==> src/rtl/rtg_pkg.sv <==
package rtg_pkg;

    typedef enum logic [1:0] {
        PH_SYNC  = 2'd0,
        PH_BACK  = 2'd1,
        PH_ACT   = 2'd2,
        PH_FRONT = 2'd3
    } phase_e;

    typedef enum logic [1:0] {
        SEL_VSYNC  = 2'd0,
        SEL_ACTIVE = 2'd1,
        SEL_FRONT  = 2'd2,
        SEL_NONE   = 2'd3
    } irq_sel_e;

    function automatic phase_e next_phase(input phase_e ph);
        phase_e r;
        unique case (ph)
            PH_SYNC:  r = PH_BACK;
            PH_BACK:  r = PH_ACT;
            PH_ACT:   r = PH_FRONT;
            default:  r = PH_SYNC;
        endcase
        return r;
    endfunction

endpackage

==> src/rtl/rtg_axis_seq.sv <==
module rtg_axis_seq
    import rtg_pkg::*;
#(
    parameter int unsigned CW = 12
) (
    input  logic          clk,
    input  logic          rst_n,
    input  logic          run,
    input  logic          step,
    input  logic [CW-1:0] len_sync,
    input  logic [CW-1:0] len_back,
    input  logic [CW-1:0] len_act,
    input  logic [CW-1:0] len_front,
    output phase_e        phase,
    output logic [CW-1:0] cnt,
    output logic          adv
);

    typedef struct packed {
        phase_e        ph;
        logic [CW-1:0] cnt;
    } ax_st_t;

    ax_st_t        st_d, st_q;
    logic [CW-1:0] cur_len;
    logic          at_end;

    always_comb begin
        unique case (st_q.ph)
            PH_SYNC:  cur_len = len_sync;
            PH_BACK:  cur_len = len_back;
            PH_ACT:   cur_len = len_act;
            default:  cur_len = len_front;
        endcase
        at_end = (st_q.cnt == cur_len);
        adv    = run && step && at_end;
        st_d   = st_q;
        if (!run) begin
            st_d.ph  = PH_SYNC;
            st_d.cnt = '0;
        end else if (step) begin
            if (at_end) begin
                st_d.ph  = next_phase(st_q.ph);
                st_d.cnt = '0;
            end else begin
                st_d.cnt = st_q.cnt + 1'b1;
            end
        end
    end

    always_ff @(posedge clk or negedge rst_n) begin
        if (!rst_n) begin
            st_q.ph  <= PH_SYNC;
            st_q.cnt <= '0;
        end else begin
            st_q <= st_d;
        end
    end

    assign phase = st_q.ph;
    assign cnt   = st_q.cnt;

    // phases advance strictly in the order sync, back, active, front
    assert_phase_order_R2: assert property (@(posedge clk) disable iff (!rst_n)
        ($past(run) && (st_q.ph != $past(st_q.ph))) |-> (st_q.ph == next_phase($past(st_q.ph))));

    // the in-phase counter never passes the programmed length
    assert_cnt_in_phase_R2: assert property (@(posedge clk) disable iff (!rst_n)
        run |-> (st_q.cnt <= cur_len));

endmodule

==> src/rtl/rtg_cfg_shadow.sv <==
module rtg_cfg_shadow #(
    parameter int unsigned W = 108
) (
    input  logic         clk,
    input  logic         rst_n,
    input  logic         load,
    input  logic [W-1:0] d,
    output logic [W-1:0] q
);

    typedef struct packed {
        logic [W-1:0] val;
    } sh_st_t;

    sh_st_t sh_d, sh_q;

    always_comb begin
        sh_d = sh_q;
        if (load) begin
            sh_d.val = d;
        end
    end

    always_ff @(posedge clk or negedge rst_n) begin
        if (!rst_n) begin
            sh_q.val <= '0;
        end else begin
            sh_q <= sh_d;
        end
    end

    assign q = sh_q.val;

    // working configuration only moves at a load point
    assert_shadow_hold_R6: assert property (@(posedge clk) disable iff (!rst_n)
        !$past(load) |-> $stable(sh_q.val));

endmodule

==> src/rtl/rtg_event_irq.sv <==
module rtg_event_irq
    import rtg_pkg::*;
(
    input  logic       clk,
    input  logic       rst_n,
    input  logic       ev_vsync,
    input  logic       ev_active,
    input  logic       ev_front,
    input  logic       master_en,
    input  logic       frame_en,
    input  logic [1:0] sel,
    input  logic       ack,
    output logic       pend
);

    typedef struct packed {
        logic pend;
    } irq_st_t;

    irq_st_t  irq_d, irq_q;
    irq_sel_e sel_e;
    logic     hit_src;
    logic     set_now;

    always_comb begin
        sel_e = irq_sel_e'(sel);
        unique case (sel_e)
            SEL_VSYNC:  hit_src = ev_vsync;
            SEL_ACTIVE: hit_src = ev_active;
            SEL_FRONT:  hit_src = ev_front;
            default:    hit_src = 1'b0;
        endcase
        set_now = master_en && frame_en && hit_src;
        irq_d   = irq_q;
        if (set_now) begin
            irq_d.pend = 1'b1;
        end else if (ack) begin
            irq_d.pend = 1'b0;
        end
    end

    always_ff @(posedge clk or negedge rst_n) begin
        if (!rst_n) begin
            irq_q.pend <= 1'b0;
        end else begin
            irq_q <= irq_d;
        end
    end

    assign pend = irq_q.pend;

    // pending flag only drops after an acknowledge
    assert_pend_sticky_R9: assert property (@(posedge clk) disable iff (!rst_n)
        ($past(irq_q.pend) && !$past(ack)) |-> irq_q.pend);

    // pending flag rises only when both enables were set
    assert_set_gated_R10: assert property (@(posedge clk) disable iff (!rst_n)
        $rose(irq_q.pend) |-> $past(master_en && frame_en));

endmodule

==> src/rtl/raster_timing_gen.sv <==
module raster_timing_gen
    import rtg_pkg::*;
#(
    parameter int unsigned CW = 12
) (
    input  logic          clk,
    input  logic          rst_n,
    input  logic          enable,
    input  logic [CW-1:0] h_sync_len,
    input  logic [CW-1:0] h_back_len,
    input  logic [CW-1:0] h_act_len,
    input  logic [CW-1:0] h_front_len,
    input  logic [CW-1:0] v_sync_len,
    input  logic [CW-1:0] v_back_len,
    input  logic [CW-1:0] v_act_len,
    input  logic [CW-1:0] v_front_len,
    input  logic [CW-1:0] line_thr,
    input  logic          irq_master_en,
    input  logic          irq_frame_en,
    input  logic [1:0]    irq_frame_sel,
    input  logic          irq_ack,
    output logic          hsync,
    output logic          vsync,
    output logic          de,
    output logic [CW-1:0] pos_x,
    output logic [CW-1:0] pos_y,
    output logic          frame_irq,
    output logic          line_hit
);

    localparam int unsigned N_FIELDS = 9;
    localparam int unsigned CFG_W    = N_FIELDS * CW;

    typedef struct packed {
        logic [CW-1:0] hs;
        logic [CW-1:0] hb;
        logic [CW-1:0] ha;
        logic [CW-1:0] hf;
        logic [CW-1:0] vs;
        logic [CW-1:0] vb;
        logic [CW-1:0] va;
        logic [CW-1:0] vf;
        logic [CW-1:0] thr;
    } tcfg_t;

    typedef struct packed {
        logic run;
    } top_st_t;

    top_st_t       top_d, top_q;
    tcfg_t         cfg_live, cfg_act;
    logic [CFG_W-1:0] cfg_act_vec;
    logic          shadow_load;

    phase_e        h_ph, v_ph;
    logic [CW-1:0] h_cnt, v_cnt;
    logic          h_adv, v_adv;
    logic          h_wrap, frame_end;
    logic          ev_active, ev_front;

    always_comb begin
        top_d     = top_q;
        top_d.run = enable;
    end

    always_ff @(posedge clk or negedge rst_n) begin
        if (!rst_n) begin
            top_q.run <= 1'b0;
        end else begin
            top_q <= top_d;
        end
    end

    always_comb begin
        cfg_live.hs  = h_sync_len;
        cfg_live.hb  = h_back_len;
        cfg_live.ha  = h_act_len;
        cfg_live.hf  = h_front_len;
        cfg_live.vs  = v_sync_len;
        cfg_live.vb  = v_back_len;
        cfg_live.va  = v_act_len;
        cfg_live.vf  = v_front_len;
        cfg_live.thr = line_thr;
    end

    assign shadow_load = !top_q.run || frame_end;
    assign cfg_act     = tcfg_t'(cfg_act_vec);

    rtg_cfg_shadow #(
        .W (CFG_W)
    ) u_shadow (
        .clk   (clk),
        .rst_n (rst_n),
        .load  (shadow_load),
        .d     (cfg_live),
        .q     (cfg_act_vec)
    );

    rtg_axis_seq #(
        .CW (CW)
    ) u_h_axis (
        .clk       (clk),
        .rst_n     (rst_n),
        .run       (top_q.run),
        .step      (1'b1),
        .len_sync  (cfg_act.hs),
        .len_back  (cfg_act.hb),
        .len_act   (cfg_act.ha),
        .len_front (cfg_act.hf),
        .phase     (h_ph),
        .cnt       (h_cnt),
        .adv       (h_adv)
    );

    assign h_wrap = h_adv && (h_ph == PH_FRONT);

    rtg_axis_seq #(
        .CW (CW)
    ) u_v_axis (
        .clk       (clk),
        .rst_n     (rst_n),
        .run       (top_q.run),
        .step      (h_wrap),
        .len_sync  (cfg_act.vs),
        .len_back  (cfg_act.vb),
        .len_act   (cfg_act.va),
        .len_front (cfg_act.vf),
        .phase     (v_ph),
        .cnt       (v_cnt),
        .adv       (v_adv)
    );

    assign frame_end = v_adv && (v_ph == PH_FRONT);
    assign ev_active = v_adv && (v_ph == PH_BACK);
    assign ev_front  = v_adv && (v_ph == PH_ACT);

    rtg_event_irq u_irq (
        .clk       (clk),
        .rst_n     (rst_n),
        .ev_vsync  (frame_end),
        .ev_active (ev_active),
        .ev_front  (ev_front),
        .master_en (irq_master_en),
        .frame_en  (irq_frame_en),
        .sel       (irq_frame_sel),
        .ack       (irq_ack),
        .pend      (frame_irq)
    );

    always_comb begin
        hsync    = top_q.run && (h_ph == PH_SYNC);
        vsync    = top_q.run && (v_ph == PH_SYNC);
        de       = top_q.run && (h_ph == PH_ACT) && (v_ph == PH_ACT);
        pos_x    = (top_q.run && (h_ph == PH_ACT)) ? h_cnt : '0;
        pos_y    = (top_q.run && (v_ph == PH_ACT)) ? v_cnt : '0;
        line_hit = top_q.run && (v_ph == PH_ACT) && (v_cnt == cfg_act.thr)
                   && (h_ph == PH_SYNC) && (h_cnt == '0);
    end

    // visible data never overlaps a sync pulse
    assert_de_no_sync_R4: assert property (@(posedge clk) disable iff (!rst_n)
        de |-> (!hsync && !vsync));

    // threshold indication lasts exactly one clock
    assert_hit_pulse_R8: assert property (@(posedge clk) disable iff (!rst_n)
        line_hit |=> !line_hit);

endmodule

==> config.mk <==
export PLATFORM = sky130hd
export DESIGN_NAME = raster_timing_gen
export DESIGN_NICKNAME = d
export VERILOG_FILES = /design/src/rtl/rtg_pkg.sv /design/src/rtl/rtg_axis_seq.sv /design/src/rtl/rtg_cfg_shadow.sv /design/src/rtl/rtg_event_irq.sv /design/src/rtl/raster_timing_gen.sv
export SDC_FILE = /design/constraint.sdc
export NUM_CORES = 1
export LEC_CHECK = 0
export ABC_AREA = 1
export BUFFER_PORTS_ARGS = -buffer_cell sky130_fd_sc_hd__buf_2
export CORE_MARGIN = 2
export CORE_UTILIZATION = 58
export CTS_BUF_LIST = sky130_fd_sc_hd__clkbuf_4
export DETAILED_ROUTE_END_ITERATION = 10
export PLACE_DENSITY = 0.86
export SKIP_LAST_GASP = 1
export SYNTH_ARGS = -nofsm -noshare
export SYNTH_HDL_FRONTEND = slang
export SYNTH_SLANG_ARGS = --single-unit
export TNS_END_PERCENT = 100
==> constraint.sdc <==
create_clock -name clk -period 2.77 [get_ports clk]
set_input_delay 0.831 -clock clk [delete_from_list [all_inputs] [get_ports clk]]
set_output_delay 0.831 -clock clk [all_outputs]
set_load 0.1 [all_outputs]
==> results of run 1 <==
-- power groups by stage --
stage,clock network [mW],registers [mW],logic (mW)
final,1.50,2.73,1.98
after global routing,1.59,2.77,2.16
after CTS,1.49,2.70,1.70
after detailed placement,0,2.73,1.61
after global placement,0,2.72,1.55
after floorplan,0,2.64,1.15
-- how the worst max path moves through the flow --
stage / startpoint / cells past startpoint / endpoint
4_1_cts: u_v_axis.phase[0] / 8 / line_hit
5_1_grt: u_h_axis.cnt[0] / 6 / line_hit
3_3_place_gp: u_h_axis.phase[0] / 6 / line_hit
3_5_place_dp: u_h_axis.phase[1] / 16 / u_shadow.q[104]
2_1_floorplan: u_v_axis.phase[0] / 5 / de
6_report: u_h_axis.cnt[0] / 6 / line_hit
-- sequential cells by signal, summed over array words and instances (netlist names) --
| register | cells |
|---|---|
| u_h_axis.phase | 2 |
| u_v_axis.cnt | 12 |
| u_h_axis.cnt | 12 |
| u_irq.pend | 1 |
| u_v_axis.phase | 2 |
| u_shadow.q | 108 |
| top_q | 1 |
-- metrics by stage --
step,setup TNS [ns],instances,area (um^2)
after detailed placement,-1.114,1314,9136
after global placement,0,1314,9136
after floorplan,-2.672,1039,7802
after global routing,-6.993,1371,10000
after CTS,-1.340,1351,9575
final,-2.517,1371,10000
-- cell type report --
type                    instances  share of cell area, %
clock inverters                15                  1.864
inverters                      59                  2.240
multi-input cells             770                  39.99
flip-flops and latches        138                  34.56
well taps                     176                  2.202
repair buffers                195                  17.84
clock buffers                  17                  1.276
diodes                          1                0.02503
-- per-layer routing --
layer  wire length (um)  track usage (%)  part of all wire, %
met5                  0                0                    0
met1               9485            43.40                   38
met2              11720            49.46                   46
met4               1103            11.38                  4.4
met3               2932            7.232                   12
-- repair_timing --
action	4_1_cts	5_1_grt
gates cloned	0	10
endpoints found under the setup margin	122	139
gates resized for setup	26	41
pin swaps	4	11
setup buffers	6	9
-- synth_stat cells --
cell | instances | share of area [%]
a2111oi_0 | 1 | 0.11
a21oi_1 | 13 | 0.85
a22o_1 | 1 | 0.11
and3_1 | 1 | 0.082
buf_1 | 5 | 0.24
buf_2 | 25 | 1.6
buf_4 | 2 | 0.20
buf_6 | 2 | 0.29
clkbuf_1 | 37 | 1.8
clkbuf_2 | 1 | 0.065
clkinv_1 | 2 | 0.098
dfrtp_1 | 138 | 45
ha_1 | 15 | 2.4
inv_1 | 56 | 2.7
inv_2 | 1 | 0.049
nand2_1 | 420 | 21
nand3_1 | 63 | 4.1
nand3_2 | 1 | 0.13
nand4_1 | 123 | 10
nor2_1 | 53 | 2.6
nor3_1 | 10 | 0.65
nor3b_1 | 2 | 0.20
nor4_1 | 6 | 0.49
o211ai_1 | 9 | 0.88
o21a_1 | 1 | 0.098
o21ai_0 | 21 | 1.4
o21bai_2 | 1 | 0.15
o22ai_1 | 4 | 0.33
or2_0 | 3 | 0.24
or2_2 | 3 | 0.24
xnor2_1 | 4 | 0.46
xor2_1 | 15 | 1.7
-- kinds of logic (layout without fill, tap and decap cells) --
family	after synthesis	count (layout)	synth area share, %
AOI/OAI and AO/OA	51	51	3.899
xor gates and xnor gates	19	19	2.170
adders and majority gates	15	15	2.447
buffers and inverters	131	286	7.129
DFF	138	138	45.02
other	0	1	0
and+or+nand+nor	685	685	39.33
==> reports/qor_table.md, run 1 <==
| Item | Value | Unit |
|:---|:---|:---|
| Iteration-0 DRC Markers | 1256 | - |
| CTS Hold Buffers Added | 0 | - |
| Vias/cell | 6.076 | - |
| Commonest non-fill, non-tap cell in the layout | nand2_1 | - |
| P_sw | 2.420 | mW |
| IO Count | 145 | - |
| Switching Share | 38.94 | % |
| Final worst-path cycle share | 109.2 | % |
| Post-synth cell types | 32 | - |
| Area growth, synth to finish | 30.38 | % |
| Worst path cell trace | inv_1, ha_1, nand4_1, nor4_2, and3_4, buf_12 | - |
| End-of-flow core utilization | 76.42 | % |
| Worst-case register-to-register setup slack | -0.04 | ns |
| Number of warnings reported in the yosys synthesis log | 0 | - |
| Crit Path Class | reg -> out | - |
| Area of the die | 0.01416 | mm^2 |
| Reg area | 0.003456 | mm^2 |
| Number of levels the H-tree was split into | 4 | - |
| Share of cells above drive strength 1 | 24.87 | % |
| DR WL/cell | 18.41 | um |
| Filler cell count | 873 | - |
| Normalized max-slew margin | 60.95 | % |
| Final Net Count | 1312 | - |
| Clock sinks | 138 | - |
| Global-route wire length before repair | 35.38 | mm |
| Seq/Total Area, Yosys | 45.02 | % |
| Skew final | 0.02686 | ns |
| Peak supply drop | 0.5866 | mV |
| Overall global routing resource usage | 31.62 | % |
| Unrepaired setup endpoints after global routing | true | - |
| Total Wirelength | 25.24 | mm |
| Fmax achieved | 330.7 | MHz |
| Aggregate global routing overflow | 0 | - |
| Cell area after synthesis | 0.007670 | mm^2 |
| IO Port Bufs | 144 | - |
| Final worst hold slack | 0.1915 | ns |
| Pins over their slew limit | 0 | - |
| Cell count of the worst reg-to-reg path | 18 | - |
| Largest net degree at the start of global routing | 92 | - |
| # DRC | 0 | - |
| Result of the run | complete, but fails checks | - |
| Worst hold path class | in -> async | - |
| Reg2Reg Capture Point | u_shadow.q[57] | - |
| Sum of buffers and inverters on the critical path | 2 | - |
| Count of state elements after synthesis | 138 | - |
| Data required time of the worst path | 1.94 | ns |
| Top fanout value on the critical path | 4 | - |
| Max cap viols | 0 | - |
| Number of rows created at floorplan | 42 | - |
| Iteration count of the initial detailed-routing pass | 7 | - |
| Root Buffer Master | clkbuf_4 | - |
| Number of routed nets with antenna violations | 0 | - |
| Overall via count from detail_route | 8330 | - |
| Bufs on Longest Clock Path | 2 | - |
| Place WS | -0.04719 | ns |
| Combined area of the multi-input logic cells | 0.003999 | mm^2 |
| Category of the worst setup path capture point | primary output | - |
| Hold violation count in the final report | 0 | - |
| Syn nets | 1170 | - |
| Max stage delay cell, worst path | dfrtp_1 | - |
| Total setup violations reported at the end of the flow | 62 | - |
| Leakage | 5.014 | nW |
| Width of the chip | 119.0 | um |
| Data arrival time of the critical path | 2.19 | ns |
| Commonest non-fill, non-tap cells in the layout | 410 x nand2_1, 136 x dfrtp_1, 123 x nand4_1 | - |
| Number of instances in the synthesized netlist | 1039 | - |
| Relative contribution of sequential cells to total power | 43.9 | % |
| Internal | 3.795 | mW |
| Initial antenna violation count | 1 | - |
| Number of global-route vias before repair | 7251 | - |
| Vertical die dimension | 119.0 | um |
| Overall power after layout | 6.214 | mW |
| Launching point of the worst reg2reg path | u_v_axis.phase[1] | - |
| Power density relative to cell area | 621.5 | mW/mm^2 |
| Least-Margin Pin Slew | 0.5857 | ns |
| Skew-Pair Late Insertion Delay | 0.61 | ns |
| Violated checks | setup timing | - |
| Final worst path period need | 3.024 | ns |
| Core ar. | 0.01309 | mm^2 |
| Inserted Clock Buffers | 17 | - |
| Post-detail-place hpwl | 15.37 | mm |
| Highest cell delay on the worst timing path | 0.45 | ns |
| Clock network fraction of design power | 24.2 | % |
| Clk pin slew, worst setup/hold paths | 0.15 | ns |
| Nature of the critical path startpoint | flop | - |
| Clock tree from TritonCTS | built | - |
| Cell type group with the largest total delay on the critical path | simple AND/OR/NAND/NOR gates | - |
| Initial core utilization | 58.62 | % |
| Worst path setup slack after routing | -0.2537 | ns |
| Routability cong. | 0.9384 | - |
| Mean Syn Cell Area | 7.382 | um^2 |
| Fraction of power consumed by combinational cells | 31.9 | % |
Note: power is estimated with default switching activity, not from simulation.
==> run 2, diff against run 1 <==
Settings changed: PLACE_DENSITY 0.86 to 0.83.
==> run 2 against run 1 <==
The flow still finishes with violations (setup timing); first-iteration DRC count decreased by 39%; register-to-register slack improved by 0.03 ns; non-clock buffer count decreased by 19; critical path type unchanged; critical endpoint unchanged; largest power group unchanged.
==> reports/qor_table.md, run 2 (synthesis results as in run 1) <==
| Item | Value | Unit |
|:---|:---|:---|
| Worst path setup slack after routing | -0.2673 | ns |
| Total Wirelength | 21.28 | mm |
| Data required time of the worst path | 1.94 | ns |
| Global-route wire length before repair | 34.49 | mm |
| Final Net Count | 1293 | - |
| Worst hold path class | in -> async | - |
| Highest cell delay on the worst timing path | 0.41 | ns |
| Inserted Clock Buffers | 17 | - |
| Data arrival time of the critical path | 2.21 | ns |
| Core ar. | 0.01309 | mm^2 |
| Peak supply drop | 0.4363 | mV |
| Least-Margin Pin Slew | 0.4814 | ns |
| Total setup violations reported at the end of the flow | 25 | - |
| Routing usage on met2 | 45.73 | % |
| Area growth, synth to finish | 24.39 | % |
| Number of rows created at floorplan | 42 | - |
| Max cap viols | 0 | - |
| Number of global-route vias before repair | 6985 | - |
| Largest net degree at the start of global routing | 90 | - |
| Final Instance Count excl. Fillers | 1351 | - |
| Aggregate global routing overflow | 0 | - |
| Violated checks | setup timing | - |
| IO Count | 145 | - |
| Power density relative to cell area | 581.0 | mW/mm^2 |
| Placed insts | 1314 | - |
| Area of the die | 0.01416 | mm^2 |
| Max stage delay cell, worst path | dfrtp_1 | - |
| Skew final | 0.01827 | ns |
| Pins over their slew limit | 0 | - |
| GRT busiest layer | met2 | - |
| Width of the chip | 119.0 | um |
| Number of routed nets with antenna violations | 0 | - |
| Normalized max-slew margin | 68.13 | % |
| Iteration count of the initial detailed-routing pass | 5 | - |
| Hold violation count in the final report | 0 | - |
| Routability cong. | 0.9056 | - |
| Overall via count from detail_route | 7651 | - |
| Clock sinks | 138 | - |
| Fmax achieved | 329.2 | MHz |
| Overall power after layout | 5.543 | mW |
| DR WL/cell | 15.75 | um |
| Iteration-0 DRC Markers | 763 | - |
| Vias/cell | 5.663 | - |
| Leakage | 4.798 | nW |
| Post-detail-place hpwl | 14.71 | mm |
| Result of the run | complete, but fails checks | - |
| Number of levels the H-tree was split into | 4 | - |
| Final worst path period need | 3.037 | ns |
| Share of cells above drive strength 1 | 21.55 | % |
| Commonest non-fill, non-tap cell in the layout | nand2_1 | - |
| # DRC | 0 | - |
| Overall global routing resource usage | 30.78 | % |
| Unrepaired setup endpoints after global routing | true | - |
| IO Port Bufs | 144 | - |
| Skew-Pair Late Insertion Delay | 0.60 | ns |
| Worst-case register-to-register setup slack | -0.01 | ns |
| Cell count of the worst reg-to-reg path | 15 | - |
| Initial antenna violation count | 1 | - |
| Root Buffer Master | clkbuf_4 | - |
| Reg2Reg Capture Point | u_shadow.q[30] | - |
| Global Route met3 Usage | 5.939 | % |
| Clock tree from TritonCTS | built | - |
| Summed negative setup slack over all endpoints | -1.344 | ns |
| Met1 GRT Util | 45.17 | % |
| Launching point of the worst reg2reg path | u_v_axis.phase[0] | - |
| Commonest non-fill, non-tap cells in the layout | 417 x nand2_1, 138 x dfrtp_1, 123 x nand4_1 | - |
| Nature of the critical path startpoint | flop | - |
| Bufs on Longest Clock Path | 2 | - |
| Initial core utilization | 58.62 | % |
| Worst path cell trace | inv_2, ha_4, nand2_4, a21oi_2, nand2_1, nor4_2, and3_4, buf_12 | - |
| Top fanout value on the critical path | 2 | - |
| CTS Hold Buffers Added | 0 | - |
| Category of the worst setup path capture point | primary output | - |
| Largest register FFs | 108 | - |
| Clk pin slew, worst setup/hold paths | 0.12 | ns |
| Final worst-path cycle share | 109.6 | % |
| Crit Path Class | reg -> out | - |
| Vertical die dimension | 119.0 | um |
==> run 2: layout make-up <==
type,instances,area [um^2]
clock buffer,20,150.1
inverter,59,224.0
multi-input combinational,770,3926
fill,1028,3545
tap,176,220.2
sequential,138,3453
clock inverter,11,76.32
timing repair buffer,176,1488
antenna,1,2.502
==> run 2: metal layers <==
metal	part of all wire (%)	vias to the layer above
met3	7.9	59
li1	-	3682
met1	44	3551
met5	0	-
met4	2.5	0
met2	45	359
==> run 2: timing repair <==
action,CTS,global route
pin swaps,4,1
buffers inserted,3,1
setup endpoints to repair,151,151
gates cloned,0,1
gates resized for setup,23,7
==> run 2: worst max-delay path, delay by kind of cell, from the launching register on <==
family                   cells  cell delay [ns]
flip-flops                   1             0.41
buffers and inverters        2             0.26
adder cells (fa/ha/maj)      1             0.15
AO/OA/AOI/OAI                1             0.10
AND/OR/NAND/NOR              4             0.69
==> run 2: how the worst max path moves through the flow <==
stage / slack (ns) / from / to / depth (start not counted)
finish: -0.27 / u_v_axis.phase[0] / line_hit / 8
global route: -0.36 / u_v_axis.phase[0] / line_hit / 8
CTS: -0.29 / u_v_axis.phase[0] / line_hit / 8
detailed placement: -0.14 / u_h_axis.phase[0] / u_v_axis.phase[0] / 16
global placement: -0.15 / u_h_axis.phase[0] / u_shadow.q[7] / 15
floorplan: -0.34 / u_v_axis.phase[0] / de / 5
==> run 2: where the power goes <==
part	leakage [nW]	switching, mW	internal [mW]
registers	1.75	0.281	2.42
logic	2.94	1.10	0.619
clock network	0.111	0.751	0.373
==> run 2: per-stage QoR <==
stage / area [um^2] / worst slack (ns) / hold WS, ns / utilization, %
3_3_place_gp: 9145 / -0.1468 / 0.4535 / 69.89
6_report: 9540 / -0.2673 / 0.1073 / 72.91
2_1_floorplan: 7802 / -0.3381 / 0.4345 / -
4_1_cts: 9484 / -0.2924 / 0.09327 / 72.48
5_1_grt: 9540 / -0.3609 / 0.1051 / 72.91
3_5_place_dp: 9145 / -0.1366 / 0.4580 / 69.89
